File: config.mk
export PLATFORM = sky130hd
export DESIGN_NAME = galpat_engine
export DESIGN_NICKNAME = d
export VERILOG_FILES = /design/src/rtl/galpat_pkg.sv /design/src/rtl/galpat_seq.sv /design/src/rtl/galpat_check.sv /design/src/rtl/galpat_engine.sv
export SDC_FILE = /design/constraint.sdc
export NUM_CORES = 1
export LEC_CHECK = 0
export ABC_AREA = 1
export BUFFER_PORTS_ARGS = -buffer_cell sky130_fd_sc_hd__buf_2
export CAP_MARGIN = 5
export CORE_AREA = 2 2 75 77
export CTS_CLUSTER_DIAMETER = 150
export DETAILED_ROUTE_END_ITERATION = 6
export DIE_AREA = 0 0 77 79
export PLACE_DENSITY = 0.55
export SETUP_SLACK_MARGIN = 0.1
export SLEW_MARGIN = 0
export SYNTH_ARGS = -nofsm -noshare
export SYNTH_HDL_FRONTEND = slang
export SYNTH_SLANG_ARGS = --single-unit
File: constraint.sdc
create_clock -name clk -period 2.9 [get_ports clk]
set_clock_uncertainty 0.05 [all_clocks]
set_input_delay 0.435 -clock clk [delete_from_list [all_inputs] [get_ports clk]]
set_output_delay 0.435 -clock clk [all_outputs]
set_load 0.02 [all_outputs]
File: src/rtl/galpat_pkg.sv
package galpat_pkg;

    typedef enum logic [2:0] {
        ST_IDLE,
        ST_FILL,
        ST_SETB,
        ST_RDB,
        ST_RDO,
        ST_RSTB,
        ST_DONE
    } gp_state_t;

    typedef struct packed {
        logic we;       // write this cycle
        logic re;       // read this cycle
        logic wbit;     // value replicated onto the write word
        logic ebit;     // value replicated into the expected read word
        logic is_base;  // operation targets the pivot
    } gp_op_t;

    function automatic gp_op_t op_of(gp_state_t st, logic bg);
        gp_op_t o;
        o = '0;
        case (st)
            ST_FILL: begin o.we = 1'b1; o.wbit = bg; end
            ST_SETB: begin o.we = 1'b1; o.wbit = ~bg; o.is_base = 1'b1; end
            ST_RDB:  begin o.re = 1'b1; o.ebit = ~bg; o.is_base = 1'b1; end
            ST_RDO:  begin o.re = 1'b1; o.ebit = bg; end
            ST_RSTB: begin o.we = 1'b1; o.wbit = bg; o.is_base = 1'b1; end
            default: o = '0;
        endcase
        return o;
    endfunction

endpackage

File: src/rtl/galpat_seq.sv
module galpat_seq
    import galpat_pkg::*;
#(
    parameter int AW = 4
) (
    input  logic          clk,
    input  logic          rst,
    input  logic          start,
    output gp_op_t        op,
    output logic [AW-1:0] addr,
    output logic          launch,
    output logic          busy,
    output logic          done
);
    localparam logic [AW-1:0] AMAX = '1;
    localparam logic [AW-1:0] AONE = AW'(1);

    gp_state_t     state;
    logic          bg;
    logic [AW-1:0] base;
    logic [AW-1:0] oth;
    logic [AW-1:0] oth_nxt;
    logic          oth_last;

    assign launch = start && (state == ST_IDLE || state == ST_DONE);
    assign busy   = (state != ST_IDLE) && (state != ST_DONE);
    assign done   = (state == ST_DONE);
    assign op     = op_of(state, bg);

    always_comb begin
        case (state)
            ST_FILL, ST_RDO: addr = oth;
            default:         addr = base;
        endcase
    end

    always_comb begin
        oth_nxt  = oth + AONE;
        if (oth_nxt == base) oth_nxt = oth + AW'(2);
        oth_last = (oth == AMAX) || ((oth == AMAX - AONE) && (base == AMAX));
    end

    always_ff @(posedge clk) begin
        if (rst) begin
            state <= ST_IDLE;
            bg    <= 1'b0;
            base  <= '0;
            oth   <= '0;
        end else begin
            case (state)
                ST_IDLE, ST_DONE: if (start) begin
                    state <= ST_FILL;
                    bg    <= 1'b0;
                    base  <= '0;
                    oth   <= '0;
                end
                ST_FILL: begin
                    if (oth == AMAX) begin
                        state <= ST_SETB;
                        base  <= '0;
                    end else begin
                        oth <= oth + AONE;
                    end
                end
                ST_SETB: begin
                    state <= ST_RDB;
                    oth   <= (base == '0) ? AONE : '0;
                end
                ST_RDB: state <= ST_RDO;
                ST_RDO: begin
                    if (oth_last) begin
                        state <= ST_RSTB;
                    end else begin
                        state <= ST_RDB;
                        oth   <= oth_nxt;
                    end
                end
                ST_RSTB: begin
                    if (base != AMAX) begin
                        base  <= base + AONE;
                        state <= ST_SETB;
                    end else if (bg) begin
                        state <= ST_DONE;
                    end else begin
                        bg    <= 1'b1;
                        oth   <= '0;
                        state <= ST_FILL;
                    end
                end
                default: state <= ST_IDLE;
            endcase
        end
    end

    assert_skip_pivot_R3: assert property (@(posedge clk) disable iff (rst)
        (state == ST_RDO) |-> (oth != base));
    assert_alternate_R3: assert property (@(posedge clk) disable iff (rst)
        (state == ST_RDB) |=> (state == ST_RDO));
    assert_bg_order_R4: assert property (@(posedge clk) disable iff (rst)
        (bg && !launch) |=> bg);
    assert_ignore_start_R9: assert property (@(posedge clk) disable iff (rst)
        (busy && start && state != ST_RSTB) |=> busy);

endmodule

File: src/rtl/galpat_check.sv
module galpat_check
    import galpat_pkg::*;
#(
    parameter int AW = 4,
    parameter int DW = 8
) (
    input  logic          clk,
    input  logic          rst,
    input  logic          clr,
    input  gp_op_t        op,
    input  logic [AW-1:0] addr,
    input  logic [DW-1:0] rdata,
    output logic          fail,
    output logic [AW-1:0] fail_addr,
    output logic          fail_is_base
);
    logic          vld_q;
    logic          exp_q;
    logic          base_q;
    logic [AW-1:0] addr_q;
    logic          miss;

    assign miss = vld_q && (rdata != {DW{exp_q}});

    always_ff @(posedge clk) begin
        if (rst) begin
            vld_q  <= 1'b0;
            exp_q  <= 1'b0;
            base_q <= 1'b0;
            addr_q <= '0;
        end else begin
            vld_q  <= op.re;
            exp_q  <= op.ebit;
            base_q <= op.is_base;
            addr_q <= addr;
        end
    end

    always_ff @(posedge clk) begin
        if (rst || clr) begin
            fail         <= 1'b0;
            fail_addr    <= '0;
            fail_is_base <= 1'b0;
        end else if (miss && !fail) begin
            fail         <= 1'b1;
            fail_addr    <= addr_q;
            fail_is_base <= base_q;
        end
    end

    assert_fail_sticky_R7: assert property (@(posedge clk) disable iff (rst)
        (fail && !clr) |=> fail);
    assert_first_addr_kept_R7: assert property (@(posedge clk) disable iff (rst)
        (fail && !clr) |=> ($stable(fail_addr) && $stable(fail_is_base)));
    assert_miss_sets_fail_R6: assert property (@(posedge clk) disable iff (rst)
        (miss && !clr) |=> fail);

endmodule

File: src/rtl/galpat_engine.sv
module galpat_engine
    import galpat_pkg::*;
#(
    parameter int AW = 4,
    parameter int DW = 8
) (
    input  logic          clk,
    input  logic          rst,
    input  logic          start,
    output logic [AW-1:0] ram_addr,
    output logic          ram_we,
    output logic [DW-1:0] ram_wdata,
    input  logic [DW-1:0] ram_rdata,
    output logic          busy,
    output logic          done,
    output logic          fail,
    output logic [AW-1:0] fail_addr,
    output logic          fail_is_base
);
    gp_op_t op;
    logic   launch;

    galpat_seq #(.AW(AW)) u_seq (
        .clk    (clk),
        .rst    (rst),
        .start  (start),
        .op     (op),
        .addr   (ram_addr),
        .launch (launch),
        .busy   (busy),
        .done   (done)
    );

    galpat_check #(.AW(AW), .DW(DW)) u_check (
        .clk          (clk),
        .rst          (rst),
        .clr          (launch),
        .op           (op),
        .addr         (ram_addr),
        .rdata        (ram_rdata),
        .fail         (fail),
        .fail_addr    (fail_addr),
        .fail_is_base (fail_is_base)
    );

    assign ram_we    = op.we;
    assign ram_wdata = {DW{op.wbit}};

    assert_done_not_busy_R5: assert property (@(posedge clk) disable iff (rst)
        done |-> !busy);
    assert_solid_bg_R4: assert property (@(posedge clk) disable iff (rst)
        ram_we |-> (ram_wdata == '0 || ram_wdata == '1));

endmodule

# Word level (Yosys, flattened, before mapping)
# Cells that the tools add are included.
dict set report totals {
  inputBits 11
  register_bits 25
  output_inout_bits 21
  word_cells 86
}
dict set report classes {
  muxes 26
  addsub 3
  n_eq_ne 20
  n_bitwise 1
  n_reduce_logical 25
}
# cell n
set ops {}
lappend ops {{two-way mux 4 bit} 9}
lappend ops {{one-hot mux 4 bit (5 select lines)} 1}
lappend ops {{one-hot mux 3 bit (6 select lines)} 1}
lappend ops {{two-way mux 3 bit} 5}
lappend ops {{equality test 4 bit, second input constant} 3}
lappend ops {{one-hot mux 4 bit (3 select lines)} 1}
lappend ops {{!= test 2 bit, second input constant} 5}
lappend ops {{equality test 3 bit, second input constant} 3}
lappend ops {{adder 4 x 1 -> 4 bit, second input constant} 2}
lappend ops {{!= test 8 bit} 1}
lappend ops {{OR reduction 2 bit} 4}
lappend ops {{equality test 3 x 2 -> 1 bit, second input constant} 2}
lappend ops {{two-way mux 1 bit} 6}
lappend ops {{one-hot mux 1 bit (2 select lines)} 3}
lappend ops {{AND reduction 6 bit} 1}
lappend ops {{nonzero test 3 bit} 2}
lappend ops {{OR reduction 3 bit} 2}
lappend ops {{logical AND 1 bit} 5}
lappend ops {{nonzero test 5 bit} 1}
lappend ops {{adder 4 x 2 -> 4 bit, second input constant} 1}
lappend ops {{equality test 4 bit} 1}
lappend ops {{logical NOT 4 bit} 1}
lappend ops {{!= test 2 x 1 -> 1 bit, second input constant} 2}
lappend ops {{!= test 4 bit, second input constant} 1}
lappend ops {{other kinds (10)} 12}

# Logic depth before layout (Yosys ltp)
# Gate-level depths: netlist of the first run.
dict set report logic_depth {
  word_depth 5
  ltp_mapped 12
  ltp_nobuf 12
}

# Hierarchy
# From an unflattened synthesis of the first run, not the netlist that was laid out.
dict set report hier_totals {
  cells_unflattened 263
  hier_area_um2 1677.9
}
# mod instances seq_area_each_um2 cells_each area_per_inst_um2
set by_module_without_submodules {}
lappend by_module_without_submodules {galpat_seq 1 240.2 176 1064.8}
lappend by_module_without_submodules {galpat_check 1 260.2 80 560.5}
lappend by_module_without_submodules {galpat_engine 1 0.0 7 52.6}

# Worst setup path before layout of the first run
# Ideal clock, no wire load.
dict set report synth_path {
  kind {register -> output}
  from {register u_seq.state[0]}
  to {output ram_wdata[0]}
  path_buffers 1
  path_stages_with_launch 6
  slack_ps 1124
  arrival_time_ps 1291
  required_ps 2415
  cell_sequence {dfxtp_1 > inv_2 > nor2_2 > inv_1 > o21ai_0 > buf_4}
}
# item line
set synth_lines {}
lappend synth_lines {{start, declared} galpat_seq.sv:18} ;# gp_state_t state;
lappend synth_lines {{start signal, assigned} galpat_seq.sv:45} ;# state <= ST_IDLE;
lappend synth_lines {{start signal, assigned} galpat_seq.sv:52} ;# state <= ST_FILL;
lappend synth_lines {{start signal, assigned} galpat_seq.sv:59} ;# state <= ST_SETB;
lappend synth_lines {{end, declared} galpat_engine.sv:12} ;# output logic [DW-1:0] ram_wdata,

# Final worst setup path of the first run
dict set report layout_path {
  from {register u_seq.state[1]}
  to {output ram_wdata[4]}
}
dict set report layout_via {
  elab_chain_len 3
  elab_cells_between_ends 5
  classes_between {eq/ne (3); mux (1); reduce/logical (1)}
}
# item line
set layout_rtl {}
lappend layout_rtl {{equality test 3 x 1 -> 1 bit or equality test 3 bit (tied branches)} galpat_pkg.sv:24} ;# case (st)
lappend layout_rtl {{OR reduction 2 bit (no source line)} n/a}
lappend layout_rtl {{one-hot mux 1 bit (2 select lines) *} galpat_pkg.sv:24}
# Every way passes the cells marked *; elsewhere a longest branch is shown, timed or not.

==> impl_metrics.env, run 1 <==
export IMPL_wirelength_um=3390
export IMPL_groute_usage_overall_pct=11.6
export IMPL_p_total_mw=0.770
export IMPL_grt_max_degree=16
export IMPL_synth_compound_area_share_pct=11.7
export IMPL_clk_latency_ps=270
export IMPL_overflow=0
export IMPL_setup_violations=0
export IMPL_holdPathEnd="u_check.fail_is_base$_SDFFE_PP0P_"
export IMPL_netlist_instances=241
export IMPL_post_dp_cell_area_um2=1700
export IMPL_period_share_pct=73.6
export IMPL_ir_drop_mv=0.202
export IMPL_clkSinkCount=25
export IMPL_ff2ff_setup_slack_ps=900
export IMPL_reg2reg_depth=12
export IMPL_die_y_um=79
export IMPL_syn_area_per_cell_um2=6.29
export IMPL_coreArea_um2=5340
export IMPL_tritoncts="yes"
export IMPL_r2r_start="u_seq.oth[0]$_SDFFE_PP0P_"
export IMPL_numCtsBuffers=3
export IMPL_hpwl_um=2760
export IMPL_yosysUniqueCellTypes=26
export IMPL_crit_fanout=8
export IMPL_tightest_slew_ps=565
export IMPL_ctsHoldBuffers=0
export IMPL_p_switching_mw=0.257
export IMPL_arrival_ps=1650
export IMPL_syn_to_final_growth_pct=15.2
export IMPL_via_count=1466
export IMPL_slew_violations=0
export IMPL_portBuffers=31
export IMPL_num_fill_cells=617
export IMPL_final_instance_count_excl_fill=339
export IMPL_power_density_nw_per_um2=441
export IMPL_p_comb_share_pct=24.0
export IMPL_antenna_found_initial=0
export IMPL_dp_cells=335
export IMPL_cts_resized=0
export IMPL_ys_ff_latch=25
export IMPL_drc=0
export IMPL_grt_pass1_vias=1350
export IMPL_finish_instance_area_um2=1750
export IMPL_drt_iter0_markers=93
export IMPL_start_util_pct=28.4
export IMPL_ctsHtreeMaxLevel=1
export IMPL_hold_class="flip-flop to flip-flop"
export IMPL_grt_pass1_wl_um=5710
export IMPL_crit_required_ps=2410
export IMPL_synth_top_family_by_area="simple AND/OR/NAND/NOR gates"
export IMPL_vias_per_cell=4.32
export IMPL_holdWs_ps=408
export IMPL_max_freq_mhz=469
export IMPL_synth_area_mux_share_pct=0
export IMPL_io_pins=32
export IMPL_drive_above_1_share_pct=19.1
export IMPL_final_util_pct=32.7
export IMPL_cp_start_kind="flip-flop"
export IMPL_finalHoldViolCount=0
export IMPL_status="finished clean"
export IMPL_end_kind="output port"
export IMPL_p_int_mw=0.513
export IMPL_clk_pin_slew_ps=100
export IMPL_worst_slack_ps=766
export IMPL_relSlewSlack_pct=62.0
export IMPL_syn_num_nets=257
export IMPL_wl_per_cell_um=10.0
export IMPL_p_leak_nw=0.913
export IMPL_ant_nets=0
export IMPL_core_rowCount=27
export IMPL_r2r_end="u_seq.oth[0]$_SDFFE_PP0P_"
export IMPL_synth_adder_area_share_pct=4.13
export IMPL_drtPass1Iterations=4
export IMPL_final_setup_tns_ps=0
export IMPL_n_antenna_cell=0
export IMPL_synth_warnings=0
export IMPL_pwr_share_clk_pct=28.3
export IMPL_fin_crit_ps=2130
export IMPL_syn_area_um2=1520
export IMPL_fin_nets=284
export IMPL_die_area_um2=6080
export IMPL_synth_xor_area_share_pct=0.578
export IMPL_die_x_um=77
export IMPL_synth_seq_area_share_pct=33.0
export IMPL_hold_depth=2
export IMPL_seq_power_share_pct=47.7
export IMPL_synthSimpleGateAreaFrac_pct=35.5
export IMPL_max_cap_viol_count=0
export IMPL_gp_congestion=0.869
export IMPL_swShare_pct=33.3
export IMPL_rsz0062_at_grt="false"
export IMPL_worstSetupPathType="flip-flop to output port"
export IMPL_pre_cts_ws_ps=921
export IMPL_ctsLongestPathBuffers=2
export IMPL_cts_root_buf="clkbuf_8"
export IMPL_cts_setup_buffers=0
export IMPL_hold_path_startpoint="u_check.base_q$_SDFF_PP0_"
worst max-delay path, stage by stage, from the launching register on:
cell and delay (ps):
dfxtp_1 440, nand2_1 140, nor2_1 230, nand2_1 70, o21ai_0 230, buf_2 270
how the worst max path moves through the flow:
stage / start / end / slack, ps / depth (start not counted)
2_1_floorplan: u_seq.state[0]$_SDFFE_PP0P_ / ram_wdata[0] / 1120 / 5
3_3_place_gp: u_seq.oth[0]$_SDFFE_PP0P_ / u_seq.oth[0]$_SDFFE_PP0P_ / 940 / 12
3_5_place_dp: u_seq.oth[0]$_SDFFE_PP0P_ / u_seq.oth[0]$_SDFFE_PP0P_ / 920 / 12
4_1_cts: u_seq.state[1]$_SDFFE_PP0P_ / ram_wdata[4] / 730 / 5
5_1_grt: u_seq.state[1]$_SDFFE_PP0P_ / ram_wdata[7] / 560 / 5
6_report: u_seq.state[1]$_SDFFE_PP0P_ / ram_wdata[4] / 770 / 5
logic make-up after synthesis:
kind of cell,Yosys count
simple gates,125
buf+inv,53
compound gates,32
flops,25
fa+ha+maj,5
xor+xnor,1
synth_stat cells, drive strengths merged:
master,n,area (um2)
nand2,58,223
nand3,17,90.1
o211ai,1,7.51
inv,44,165
nand4,4,25.0
o221ai,1,8.76
nor2,41,174
dfxtp,25,500
nor3,4,20.0
o21bai,1,7.51
nor4,1,6.26
buf,8,60.1
a21oi,13,65.1
o21a,1,7.51
ha,5,62.6
clkbuf,1,3.75
o2111ai,1,8.76
xnor2,1,8.76
o21ai,13,65.1
a211oi,1,7.51
sequential cells by signal, indices dropped and copies added (netlist names):
signal,cells
u_check.fail_addr,4
u_seq.bg,1
u_check.base_q,1
u_check.vld_q,1
u_check.addr_q,4
u_check.fail_is_base,1
u_check.exp_q,1
u_seq.state,3
u_seq.base,4
u_check.fail,1
u_seq.oth,4
power by group through the flow:
stage	sequential, mW	combinational, mW	clock (mW)
finish	0.367	0.185	0.218
global route	0.369	0.211	0.232
CTS	0.367	0.188	0.223
detailed placement	0.375	0.187	0
global placement	0.375	0.188	0
floorplan	0.375	0.141	0
layer usage:
layer  global-route usage, %  share of wire (%)
met2                    20.6                 47
met1                    14.1                 48
met5                       0                  0
met3                    1.82                4.2
met4                    4.82               0.80
layout by cell type, fill, tap and decap left out, types with 2 or more instances in the layout:
| cell | Yosys | final |
|---|---|---|
| nor2_1 | 35 | 35 |
| nor2_2 | 5 | 5 |
| dfxtp_1 | 25 | 25 |
| nand2_2 | 2 | 2 |
| nand2_1 | 56 | 56 |
| nor3_1 | 4 | 4 |
| buf_2 | 0 | 31 |
| inv_1 | 37 | 37 |
| o21ai_0 | 12 | 12 |
| nand4_1 | 4 | 4 |
| clkbuf_8 | 0 | 3 |
| nand3_1 | 16 | 16 |
| inv_2 | 7 | 7 |
| ha_1 | 5 | 5 |
| a21oi_1 | 13 | 13 |
final cells by class:
class                      instances  area, um2  share of cell area (%)
inverter                          44        165                    9.46
timing repair buffer              31        155                    8.88
clock inverter                     1       7.51                   0.430
multi-input combinational        163        787                    45.1
clock buffer                       3       41.3                    2.36
tap                               72       90.1                    5.16
sequential                        25        500                    28.7
(Power assumes the default switching activity.)
==> run 2: changes to the inputs <==
Settings changed: PLACE_DENSITY 0.55 to 0.56.
Clock period 2.9 ns to 1.8 ns, I/O delays scaled along.
==> impl_metrics.env, run 2 (synthesis results as in run 1) <==
export IMPL_pwr_share_clk_pct=24.4
export IMPL_hold_class="input port to flip-flop"
export IMPL_portBuffers=31
export IMPL_vias_per_cell=4.48
export IMPL_p_leak_nw=1.06
export IMPL_ctsHtreeMaxLevel=1
export IMPL_p_comb_share_pct=35.4
export IMPL_crit_fanout=5
export IMPL_syn_to_final_growth_pct=46.7
export IMPL_slowest_delay_ps=380
export IMPL_path_common_cell="buf_6"
export IMPL_clkSinkCount=25
export IMPL_setup_violations=0
export IMPL_cp_start_kind="flip-flop"
export IMPL_drc=0
export IMPL_layout_commonest_cell="nand2_1"
export IMPL_groute_usage_overall_pct=13.3
export IMPL_max_cap_viol_count=0
export IMPL_die_x_um=77
export IMPL_grt_max_degree=16
export IMPL_arrival_ps=1400
export IMPL_finalHoldViolCount=0
export IMPL_fin_nets=306
export IMPL_overflow=0
export IMPL_ctsLongestPathBuffers=2
export IMPL_wl_per_cell_um=11.3
export IMPL_tritoncts="yes"
export IMPL_post_dp_cell_area_um2=1770
export IMPL_ir_drop_mv=0.257
export IMPL_tightest_slew_ps=408
export IMPL_slew_violations=0
export IMPL_antenna_found_initial=0
export IMPL_drive_above_1_share_pct=40.1
export IMPL_rsz0062_at_grt="true"
export IMPL_grt_pass1_wl_um=6450
export IMPL_numCtsBuffers=3
export IMPL_finish_instance_area_um2=2220
export IMPL_start_util_pct=28.4
export IMPL_grt_pass1_vias=1437
export IMPL_wirelength_um=4090
export IMPL_seq_power_share_pct=40.2
export IMPL_status="finished clean"
export IMPL_clk_pin_slew_ps=100
export IMPL_worst_path_buf_inv=4
export IMPL_drt_iter0_markers=60
export IMPL_worst_path_dominant_cell_family="flip-flops"
export IMPL_cts_root_buf="clkbuf_8"
export IMPL_drtPass1Iterations=4
export IMPL_pre_cts_ws_ps=-13.5
export IMPL_via_count=1618
export IMPL_period_share_pct=95.3
export IMPL_relSlewSlack_pct=72.7
export IMPL_clk_latency_ps=280
export IMPL_holdWs_ps=189
export IMPL_crit_required_ps=1480
export IMPL_fin_crit_ps=1720
export IMPL_p_int_mw=0.962
export IMPL_swShare_pct=34.5
export IMPL_cp_cell_sequence="inv_4, nor2_4, nand2_4, nand2_8, buf_6, o21ai_4, inv_2, buf_6"
export IMPL_die_y_um=79
export IMPL_end_kind="output port"
export IMPL_die_area_um2=6080
export IMPL_io_pins=32
export IMPL_final_cell_mix="44 x nand2_1, 33 x inv_1, 28 x nor2_1, 19 x dfxtp_1, 18 x buf_2"
export IMPL_hpwl_um=2900
export IMPL_worst_slack_ps=84.3
export IMPL_max_freq_mhz=583
export IMPL_power_density_nw_per_um2=661
export IMPL_gp_congestion=0.880
export IMPL_ant_nets=0
export IMPL_cp_slowest_cell="dfxtp_4"
export IMPL_p_switching_mw=0.508
export IMPL_coreArea_um2=5340
export IMPL_n_antenna_cell=0
export IMPL_worstSetupPathType="flip-flop to output port"
export IMPL_core_rowCount=27
-- run 2: cell types whose count changed in the layout (fill, tap and decap cells not counted), sizes merged --
cell and delta:
buf +21, nand2 +1
-- run 2: layer usage --
layer,up-vias,global-route usage (%),share of wire (%)
met3,7,3.07,4.9
met2,40,23.9,49
met5,-,0,0
met1,724,15.9,44
met4,0,3.75,1.4
li1,847,-,-
-- run 2: path summary, 6_finish.rpt --
| path | from | to | slack [ps] | cells past startpoint |
|---|---|---|---|---|
| setup / recovery | u_seq.state[0]$_SDFFE_PP0P_ | ram_addr[1] | 80 | 8 |
| hold / removal | rst | u_seq.oth[0]$_SDFFE_PP0P_ | 190 | 2 |
| setup reg to reg | u_seq.oth[0]$_SDFFE_PP0P_ | u_seq.oth[0]$_SDFFE_PP0P_ | 130 | 12 |
| hold reg to reg | u_check.addr_q[1]$_SDFF_PP0_ | u_check.fail_addr[1]$_SDFFE_PP0P_ | 410 | 2 |
-- run 2: area by class of cell --
cell class                      count  area, um2
Clock buffer                        3       41.3
Clock inverter                      1       7.51
Fill cell                         588       3110
Inverter                           44        170
Multi-Input combinational cell    164        980
Sequential cell                    25        518
Tap cell                           72       90.1
Timing Repair Buffer               52        418
-- run 2: through the flow --
| stage | util, % | std cells | total power [mW] | TNS, ps |
|---|---|---|---|---|
| after global placement | 33.1 | 344 | 0.934 | -8.05 |
| after global routing | 41.7 | 361 | 1.55 | 0 |
| after CTS | 37.7 | 354 | 1.37 | 0 |
| after floorplan | - | 241 | 0.833 | 0 |
| final | 41.7 | 361 | 1.47 | 0 |
| after detailed placement | 33.1 | 344 | 0.934 | -13.5 |
-- run 2: what timing repair did --
item | in CTS | in global routing
gates cloned | 1 | 0
hold endpoints to repair | 0 | 0
hold buffers | 0 | 0
gates resized for setup | 47 | 49
setup endpoints to repair | 17 | 21
pin swaps | 5 | 27
setup buffers | 5 | 7
-- run 2: power groups by stage --
stage	Sequential (mW)	Clock (mW)	Combinational, mW
after global placement	0.602	0	0.332
after detailed placement	0.602	0	0.332
after floorplan	0.605	0	0.228
after CTS	0.590	0.366	0.416
final	0.591	0.358	0.520
after global routing	0.595	0.394	0.561
